$ cat config.mk
export PLATFORM = sky130hd
export DESIGN_NAME = aes_keystore_mgr
export DESIGN_NICKNAME = d
export VERILOG_FILES = /design/src/rtl/ks_pkg.sv /design/src/rtl/ks_area_table.sv /design/src/rtl/ks_mask_gen.sv /design/src/rtl/ks_word_store.sv /design/src/rtl/aes_keystore_mgr.sv
export SDC_FILE = /design/constraint.sdc
export NUM_CORES = 2
export LEC_CHECK = 0
export BUFFER_PORTS_ARGS = -buffer_cell sky130_fd_sc_hd__buf_2
export CAP_MARGIN = 20
export CORE_MARGIN = 8
export CORE_UTILIZATION = 50
export CTS_BUF_LIST = sky130_fd_sc_hd__clkbuf_4 sky130_fd_sc_hd__clkbuf_8
export CTS_CLUSTER_SIZE = 40
export DETAILED_ROUTE_END_ITERATION = 10
export GPL_ROUTABILITY_DRIVEN = 0
export HOLD_SLACK_MARGIN = 0.06
export PLACE_DENSITY = 0.66
export SLEW_MARGIN = 25
export SYNTH_ARGS = -nofsm -noshare
export SYNTH_HDL_FRONTEND = slang
export SYNTH_SLANG_ARGS = --single-unit
$ cat constraint.sdc
create_clock -name clk -period 4.04 [get_ports clk]
set_clock_uncertainty 0.1 [all_clocks]
set_input_delay 0.808 -clock clk [delete_from_list [all_inputs] [get_ports clk]]
set_output_delay 0.808 -clock clk [all_outputs]
set_load 0.1 [all_outputs]
$ cat src/rtl/ks_pkg.sv
package ks_pkg;

    typedef enum logic [1:0] {
        KS_SZ128 = 2'd0,
        KS_SZ192 = 2'd1,
        KS_SZ256 = 2'd2,
        KS_SZRSV = 2'd3
    } ks_size_e;

    typedef enum logic [1:0] {
        KS_OK     = 2'd0,
        KS_NOKEY  = 2'd1,
        KS_BADLEN = 2'd2
    } ks_status_e;

    typedef enum logic [1:0] {
        S_IDLE,
        S_LOAD,
        S_STREAM
    } ks_state_e;

    // Any code other than 128-bit spans a pair of areas.
    function automatic logic ks_two(input logic [1:0] sz);
        return sz != KS_SZ128;
    endfunction

endpackage

$ cat src/rtl/ks_area_table.sv
// Per-area valid bits and the size code shared by all stored keys.
module ks_area_table #(
    parameter int N = 8
) (
    input  logic         clk,
    input  logic         rst_n,
    input  logic         wipe_all,
    input  logic [N-1:0] clr_mask,
    input  logic [N-1:0] set_mask,
    input  logic         size_load,
    input  logic [1:0]   size_in,
    output logic [N-1:0] valid,
    output logic [1:0]   size
);

    always_ff @(posedge clk or negedge rst_n) begin
        if (!rst_n) begin
            valid <= '0;
            size  <= 2'd0;
        end else begin
            valid <= ((wipe_all ? '0 : valid) & ~clr_mask) | set_mask;
            if (size_load) begin
                size <= size_in;
            end
        end
    end

endmodule

$ cat src/rtl/ks_mask_gen.sv
// Turns an area number or a one-hot invalidate into the set of areas touched.
module ks_mask_gen #(
    parameter int N  = 8,
    parameter int AW = 3
) (
    input  logic [AW-1:0] area,
    input  logic          sel_two,
    input  logic [N-1:0]  inv_bits,
    input  logic          inv_two,
    output logic [N-1:0]  sel_mask,
    output logic [N-1:0]  inv_clear
);

    always_comb begin
        sel_mask       = '0;
        sel_mask[area] = 1'b1;
        if (sel_two) begin
            sel_mask[{area[AW-1:1], 1'b0}] = 1'b1;
            sel_mask[{area[AW-1:1], 1'b1}] = 1'b1;
        end
    end

    always_comb begin
        inv_clear = '0;
        for (int i = 0; i < N; i++) begin
            if (inv_bits[i]) begin
                inv_clear[i] = 1'b1;
                if (inv_two) begin
                    inv_clear[i ^ 1] = 1'b1;
                end
            end
        end
    end

endmodule

$ cat src/rtl/ks_word_store.sv
// Word-addressed key storage; whole areas are zeroed on command, which also
// leaves the unused tail of a 192-bit pair at zero.
module ks_word_store #(
    parameter int N   = 8,
    parameter int WPA = 4,
    parameter int W   = 32,
    localparam int DEPTH = N * WPA,
    localparam int DW    = $clog2(DEPTH)
) (
    input  logic          clk,
    input  logic          rst_n,
    input  logic [N-1:0]  clr_areas,
    input  logic          we,
    input  logic [DW-1:0] waddr,
    input  logic [W-1:0]  wdata,
    input  logic [DW-1:0] raddr,
    output logic [W-1:0]  rdata
);

    logic [W-1:0] mem [DEPTH];

    always_ff @(posedge clk or negedge rst_n) begin
        if (!rst_n) begin
            for (int i = 0; i < DEPTH; i++) begin
                mem[i] <= '0;
            end
        end else begin
            for (int i = 0; i < DEPTH; i++) begin
                if (clr_areas[i / WPA]) begin
                    mem[i] <= '0;
                end else if (we && (waddr == DW'(i))) begin
                    mem[i] <= wdata;
                end
            end
        end
    end

    assign rdata = mem[raddr];

endmodule

$ cat src/rtl/aes_keystore_mgr.sv
module aes_keystore_mgr
    import ks_pkg::*;
#(
    parameter int N   = 8,
    parameter int W   = 32,
    parameter int WPA = 4,
    localparam int AW = (N > 1) ? $clog2(N) : 1
) (
    input  logic          clk,
    input  logic          rst_n,
    input  logic          wr_start,
    input  logic [AW-1:0] wr_area,
    input  logic [1:0]    wr_size,
    input  logic          wr_valid,
    input  logic [W-1:0]  wr_data,
    input  logic          wr_last,
    output logic          wr_ready,
    input  logic          rd_start,
    input  logic [AW-1:0] rd_area,
    output logic          key_valid,
    output logic [W-1:0]  key_data,
    output logic          key_last,
    input  logic          key_ready,
    output logic [1:0]    key_size,
    input  logic          inv_valid,
    input  logic [N-1:0]  inv_mask,
    output logic [N-1:0]  area_valid,
    output logic          busy,
    output logic          done,
    output logic [1:0]    status,
    output logic          wr_err,
    output logic          rd_err
);

    localparam int DEPTH = N * WPA;
    localparam int DW    = $clog2(DEPTH);
    localparam int CW    = $clog2(2 * WPA + 1) + 1;

    function automatic logic [CW-1:0] words_of(input logic [1:0] sz);
        unique case (sz)
            KS_SZ128: return CW'(WPA);
            KS_SZ192: return CW'(WPA + WPA / 2);
            default:  return CW'(2 * WPA);
        endcase
    endfunction

    function automatic logic [AW-1:0] base_of(input logic [AW-1:0] a, input logic two);
        return two ? {a[AW-1:1], 1'b0} : a;
    endfunction

    ks_state_e       state_q, state_d;
    logic [AW-1:0]   base_q;
    logic            two_q;
    logic [CW-1:0]   exp_q, cnt_q;

    logic            wipe_all, size_load, we;
    logic [N-1:0]    clr_mask, set_mask, sel_mask, inv_clear;
    logic            fin_ok, fin_bad, miss, rd_ok, start_wr, start_rd;
    logic [DW-1:0]   addr;
    logic [AW-1:0]   mask_area;
    logic            mask_two;

    assign mask_area = (state_q == S_IDLE) ? wr_area : base_q;
    assign mask_two  = (state_q == S_IDLE) ? ks_two(wr_size) : two_q;
    assign addr      = DW'(base_q) * DW'(WPA) + DW'(cnt_q);

    ks_mask_gen #(.N(N), .AW(AW)) u_mask (
        .area      (mask_area),
        .sel_two   (mask_two),
        .inv_bits  (inv_mask),
        .inv_two   (ks_two(key_size)),
        .sel_mask  (sel_mask),
        .inv_clear (inv_clear)
    );

    ks_area_table #(.N(N)) u_table (
        .clk       (clk),
        .rst_n     (rst_n),
        .wipe_all  (wipe_all),
        .clr_mask  (clr_mask),
        .set_mask  (set_mask),
        .size_load (size_load),
        .size_in   (wr_size),
        .valid     (area_valid),
        .size      (key_size)
    );

    ks_word_store #(.N(N), .WPA(WPA), .W(W)) u_store (
        .clk       (clk),
        .rst_n     (rst_n),
        .clr_areas (clr_mask),
        .we        (we),
        .waddr     (addr),
        .wdata     (wr_data),
        .raddr     (addr),
        .rdata     (key_data)
    );

    // State register
    always_ff @(posedge clk or negedge rst_n) begin
        if (!rst_n) begin
            state_q <= S_IDLE;
        end else begin
            state_q <= state_d;
        end
    end

    // Next state and per-cycle controls
    always_comb begin
        state_d   = state_q;
        wipe_all  = 1'b0;
        size_load = 1'b0;
        clr_mask  = '0;
        set_mask  = '0;
        we        = 1'b0;
        fin_ok    = 1'b0;
        fin_bad   = 1'b0;
        miss      = 1'b0;
        rd_ok     = 1'b0;
        start_wr  = 1'b0;
        start_rd  = 1'b0;
        wr_ready  = 1'b0;
        key_valid = 1'b0;
        key_last  = 1'b0;
        busy      = (state_q != S_IDLE);
        unique case (state_q)
            S_IDLE: begin
                if (wr_start) begin
                    state_d   = S_LOAD;
                    start_wr  = 1'b1;
                    size_load = 1'b1;
                    wipe_all  = (wr_size != key_size);
                    clr_mask  = sel_mask;
                end else if (rd_start) begin
                    if (area_valid[rd_area]) begin
                        state_d  = S_STREAM;
                        start_rd = 1'b1;
                    end else begin
                        miss = 1'b1;
                    end
                end else if (inv_valid) begin
                    clr_mask = inv_clear;
                end
            end
            S_LOAD: begin
                wr_ready = 1'b1;
                if (wr_valid) begin
                    we = (cnt_q < exp_q);
                    if (wr_last) begin
                        state_d = S_IDLE;
                        if ((cnt_q + CW'(1)) == exp_q) begin
                            set_mask = sel_mask;
                            fin_ok   = 1'b1;
                        end else begin
                            fin_bad = 1'b1;
                        end
                    end
                end
            end
            S_STREAM: begin
                key_valid = 1'b1;
                key_last  = (cnt_q == exp_q - CW'(1));
                if (key_ready && key_last) begin
                    state_d = S_IDLE;
                    rd_ok   = 1'b1;
                end
            end
            default: state_d = S_IDLE;
        endcase
    end

    // Registered results and transfer bookkeeping
    always_ff @(posedge clk or negedge rst_n) begin
        if (!rst_n) begin
            base_q <= '0;
            two_q  <= 1'b0;
            exp_q  <= '0;
            cnt_q  <= '0;
            done   <= 1'b0;
            status <= KS_OK;
            wr_err <= 1'b0;
            rd_err <= 1'b0;
        end else begin
            done   <= fin_ok | fin_bad | miss | rd_ok;
            status <= fin_bad ? KS_BADLEN : (miss ? KS_NOKEY : KS_OK);
            wr_err <= fin_bad;
            rd_err <= miss;
            if (start_wr) begin
                base_q <= base_of(wr_area, ks_two(wr_size));
                two_q  <= ks_two(wr_size);
                exp_q  <= words_of(wr_size);
                cnt_q  <= '0;
            end else if (start_rd) begin
                base_q <= base_of(rd_area, ks_two(key_size));
                two_q  <= ks_two(key_size);
                exp_q  <= words_of(key_size);
                cnt_q  <= '0;
            end else if (state_q == S_LOAD && wr_valid && cnt_q != {CW{1'b1}}) begin
                cnt_q <= cnt_q + CW'(1);
            end else if (state_q == S_STREAM && key_ready) begin
                cnt_q <= cnt_q + CW'(1);
            end
        end
    end

endmodule

# ---- Yosys cells after proc, flatten, opt, wreduce, memory -nomap -nowiden
# Index checks and enable logic that the tools add are counted.
dict set report op_classes {
  n_addsub 3
  order_cmp 9
  eq_ne 44
  mux 150
  bitwise_logic 9
  n_reduce_logical 81
}
# op n
set ops {}
lappend ops {{$mux W32} 66}
lappend ops {{$bmux W32 S5} 1}
lappend ops {{$eq A5 B5 Y1 const B} 16}
lappend ops {{$mux W8} 10}
lappend ops {{$reduce_bool A2 Y1} 36}
lappend ops {{$mux W1} 42}
lappend ops {{$eq A5 B4 Y1 const B} 8}
lappend ops {{$logic_and A1 B1 Y1} 39}
lappend ops {{$mux W2} 15}
lappend ops {{$mux W5} 6}
lappend ops {{$eq A5 B3 Y1 const B} 4}
lappend ops {{$lt A3 B4 Y1 const B} 4}
lappend ops {{$or A8 B8 Y8} 2}
lappend ops {{$pmux W4 S2} 2}
lappend ops {{$eq A5 B2 Y1 const B} 2}
lappend ops {{$eq A5 B5 Y1} 2}
lappend ops {{$ge A3 B1 Y1 const B} 3}
lappend ops {{$mux W3} 3}
lappend ops {{$and A8 B8 Y8} 1}
lappend ops {{$not A8 Y8} 1}
lappend ops {{$or A8 B7 Y8} 1}
lappend ops {{$eq A2 B1 Y1 const B} 3}
lappend ops {{$ge A6 B6 Y1 const B} 1}
lappend ops {{$logic_not A2 Y1} 3}
lappend ops {{20 further kinds} 25}
dict set report totals {
  ff_bits 1055
  inputBits 56
  out_inout_bits 51
  wordCells 339
}

# ---- Longest topological paths before layout
dict set report depth {
  depth_word 14
  depth_mapped 14
}

# ---- Modules after synthesis
# A second synthesis with hierarchy kept.
dict set report unflattened {
  cells_unflattened 5961
  area_unflattened_um2 51176.6
}
# module instances cells_per_inst area_per_inst_um2 seq_area_each_um2
set by_module_without_submodules {}
lappend by_module_without_submodules {ks_word_store 1 5753 49183.4 25624.6}
lappend by_module_without_submodules {aes_keystore_mgr 1 157 1427.6 450.4}
lappend by_module_without_submodules {ks_area_table 1 29 426.7 250.2}
lappend by_module_without_submodules {ks_mask_gen 1 22 138.9 0.0}

# ---- Worst setup path before layout
# Ideal clock, no wire load.
dict set report synth_timing {
  path_kind {reg2out}
  from {register cnt_q[2]}
  to {output port key_data[19]}
  arrival_time_ns 3.967
  required_ns 3.132
  setup_slack_ns -0.835
  path_stages_with_launch 10
  n_path_buf 4
  cell_sequence {dfrtp_1 > ha_1 > fa_1 > buf_2 > and2_1 > buf_2 > clkbuf_1 > clkbuf_1 > a22oi_1 > a31oi_1}
}
dict set report synth_via {
  elab_chain_cells 5
}
# element line
set synth_lines {}
lappend synth_lines {{start, declared} aes_keystore_mgr.sv:54} ;# logic [CW-1:0] exp_q, cnt_q;
lappend synth_lines {{start signal, assigned} aes_keystore_mgr.sv:199} ;# cnt_q <= cnt_q + CW'(1);
lappend synth_lines {{start signal, assigned} aes_keystore_mgr.sv:201} ;# cnt_q <= cnt_q + CW'(1);
lappend synth_lines {{$add A5 B5 Y5} aes_keystore_mgr.sv:65} ;# assign addr = DW'(base_q) * DW'(WPA) + DW'(cnt_q);
lappend synth_lines {{$not A5 Y6 (not written as such)} ks_word_store.sv:38} ;# assign rdata = mem[raddr];
lappend synth_lines {{$bmux W32 S5} ks_word_store.sv:38}
lappend synth_lines {{$mux W32 (not written as such) (2 in a row)} ks_word_store.sv:38}
lappend synth_lines {{end, declared} aes_keystore_mgr.sv:21} ;# output logic [W-1:0] key_data,
# No other way between the ends. The select of a mux whose other input is x is not followed.

# ---- Worst setup path in the final report
dict set report layout_timing {
  from {register cnt_q[2]}
  to {output port key_data[9]}
}
# The elaborated chain is that of the path after synthesis.

==> impl_metrics.toml <==
[place]
place_hpwl_um = 115900
port_buffers = 106
post-place-ws_ns = -0.2656
dpl-instance-area_mm2 = 0.06139

[route]
drt_iter0_drc = 8326
antenna_left = 0
route.detailed.drc = 0
vias = 55345
viasPerCell = 7.744
wirelength_um = 224700
detail_route.first_pass.iterations = 8
post_drt_wl_per_cell_um = 31.44

[grt]
grt_pass1_wl_um = 344500
antenna_found_initial = 16
grt_pass1_vias = 54449
grt_max_degree = 181
grt-ovfl-total = 0
track_usage_pct = 34.02

[clock_tree]
clockRootBuffer = "clkbuf_8"
clockBufferDepth = 3
cts_num_sinks = 1052
cts_buffers = 183
clk_latency_ns = 0.86
htree_levels = 4
cts.clk_slew.worst_paths_ns = 0.06
cts_tree = "yes"

[layout]
final_net_count = 5538
area_growth_pct = 15.24
drive_above_1_share_pct = 19.89
layout_commonest_cell = "dfrtp_1"
layout_common_cells = "1050 x dfrtp_1, 1043 x a21oi_1, 1034 x nand4_1, 1025 x o31ai_1, 237 x clkbuf_8"
post-route-util_pct = 57.91
fill_cells = 9661
design_area_mm2 = 0.06702

[setup_path]
cpMostUsedCell = "buf_4"
r2r_cells = 8
cp-start-kind = "flip-flop"
regToRegStartpoint = "cnt_q[2]"
cp_top_family = "adder cells"
slowest_delay_ns = 0.67
r2r-end = "u_store.mem[762]"
cp_max_fo = 3
r2r_slack_ns = 0.26
cpMaxStageDelayCell = "fa_2"
cp-end-kind = "primary output"
arrival_ns = 3.73
worstSetupPathType = "reg -> out"
path_cells = "ha_2 > fa_2 > buf_4 > buf_6 > nand3b_1 > o22ai_2 > a211oi_1 > buf_4 > a22oi_2 > buf_12"
crit_buf_inv = 4
crit_required_ns = 3.13

[sta]
timing.final.crit_period_ns = 4.638
finalSetupViolations = 32
max_slew_margin_pct = 27.64
rsz0062_at_grt = "true"
hold_viol_final = 0
maxSlewViolCount = 0
finalCritPeriodShare_pct = 114.8
hold_ws_ns = 0.1382
fmax_mhz = 215.6
layout_setup_ws_ns = -0.5980
worst_pin_slew_ns = 1.085

[yosys]
syn_nets = 5935
synth_cell_types = 58
synth_area_mm2 = 0.05816
async_flop_share_pct = 100.0
ys.warnings.count = 0
yosysSeqAreaShare_pct = 45.26
synth_edf_count = 0
ys.flop_type = "dfrtp_1"
synth_area_per_cell_um2 = 9.911
ys_ff_latch = 1052
syn_inst = 5868

[power]
power_leakage_nw = 25.08
sequentialPowerShare_pct = 26.6
power_switching_mw = 26.41
p_sw_share_pct = 48.32
power.density_mw_per_mm2 = 815.5
combPwrFrac_pct = 54.1
ir_worst_vdd_uv = 764.3
p_int_mw = 28.24
clkPwrFrac_pct = 19.4
total_power_mw = 54.65

[floorplan]
coreArea_mm2 = 0.1157
die_h_um = 357.1
start_util_pct = 50.25
rows = 125
dieArea_mm2 = 0.1275
die_width_um = 357.1
io_pins = 107

[min_path]
hold_depth = 4
min_to = "state_q[0]"
hold_path_class = "in -> reg"
hold_start = "wr_last"

[run]
drv_cap = 0

[run_status]
violations = "negative setup slack"
run_status = "finished with violations"
[metrics by stage]
step / TNS, ns / cells
final: -15.24 / 7147
after global routing: -17.38 / 7136
after CTS: -16.53 / 7127
after detailed placement: -0.3280 / 6759
after global placement: -0.1800 / 6759
after floorplan: -0.07959 / 5868
[power by group through the flow]
stage	Sequential [mW]	Combinational, mW	Clock, mW
2_1_floorplan	14.2	16.7	0
3_3_place_gp	14.6	26.4	0
3_5_place_dp	14.6	26.6	0
4_1_cts	14.5	28.3	10.7
5_1_grt	14.8	30.5	11.1
6_report	14.5	29.5	10.6
[state kept, by name (all words and copies together), names as in the netlist]
| name | cells |
|---|---|
| base_q | 3 |
| cnt_q | 5 |
| done | 1 |
| exp_q | 3 |
| rd_err | 1 |
| state_q | 2 |
| status | 2 |
| two_q | 1 |
| u_store.mem | 1024 |
| u_table.size | 2 |
| u_table.valid | 8 |
[cell usage after synthesis, types with 14 or more instances]
master    count  area [um^2]
mux2i_1     108         1081
buf_1        32        120.1
clkbuf_1    820         3078
a221oi_1     15        131.4
a22oi_1      41        307.8
a211oi_1     31        232.7
a22o_1       33        289.0
o31ai_1    1025         7695
nand4_1    1034         6469
mux4_2      205         4617
dfrtp_1    1052        26330
o221ai_1     34        297.8
o22ai_1      25        156.4
a21oi_1    1068         5345
nor2_1       22        82.58
buf_2       142        710.7
nand2_1      36        135.1
nand3_1      14        70.07
[cells by family (layout without fill, tap and decap cells)]
kind of cell	after synthesis	after routing	synth area share [%]
fa+ha+maj	11	11	0.2496
flops	1052	1052	45.26
other cells	0	13	0
xor+xnor	13	14	0.2452
simple gates	1158	1158	12.23
mux	316	316	9.855
buf+inv	1009	750	6.844
compound gates	2309	2309	25.32
[how the worst max path moves through the flow]
stage	cells after the start	startpoint	slack, ns	end
3_3_place_gp	8	base_q[0]	-0.18	key_data[19]
4_1_cts	8	cnt_q[2]	-0.61	key_data[13]
2_1_floorplan	9	cnt_q[2]	-0.08	key_data[19]
6_report	10	cnt_q[2]	-0.60	key_data[9]
3_5_place_dp	8	base_q[0]	-0.27	key_data[19]
5_1_grt	8	base_q[0]	-0.65	key_data[13]
[timing repair]
item	4_1_cts	5_1_grt
endpoints found under the hold margin	46	0
pin swaps	42	27
endpoints found under the setup margin	33	33
buffers inserted	40	8
gates cloned	7	1
hold buffers	2	0
resized for setup	116	46
[per-layer routing]
| layer | routed length (um) | track usage [%] | vias to the layer above |
|---|---|---|---|
| li1 | - | - | 22667 |
| met1 | 86540 | 46.09 | 28187 |
| met2 | 101500 | 50.88 | 3818 |
| met3 | 27270 | 9.620 | 667 |
| met4 | 9346 | 15.28 | 6 |
| met5 | 34 | 0 | - |
[tightest hold or removal path, stage by stage]
cell and delay [ns]:
buf_2 0.09, nand2_1 0.04, nand2_1 0.06, nand2_1 0.05
[final cells by class]
cell class                      count  area, um^2  share of cell area [%]
Inverter                           11       41.29                 0.06161
Tap cell                         1524        1907                   2.845
Timing Repair Buffer              415        5410                   8.072
Sequential cell                  1052       26330                   39.29
Antenna cell                       13       32.53                 0.04854
Clock inverter                     18       142.6                  0.2128
Clock buffer                      306        3780                   5.640
Multi-Input combinational cell   3808       29380                   43.83
No activity file was read; power rests on OpenSTA's default activity.
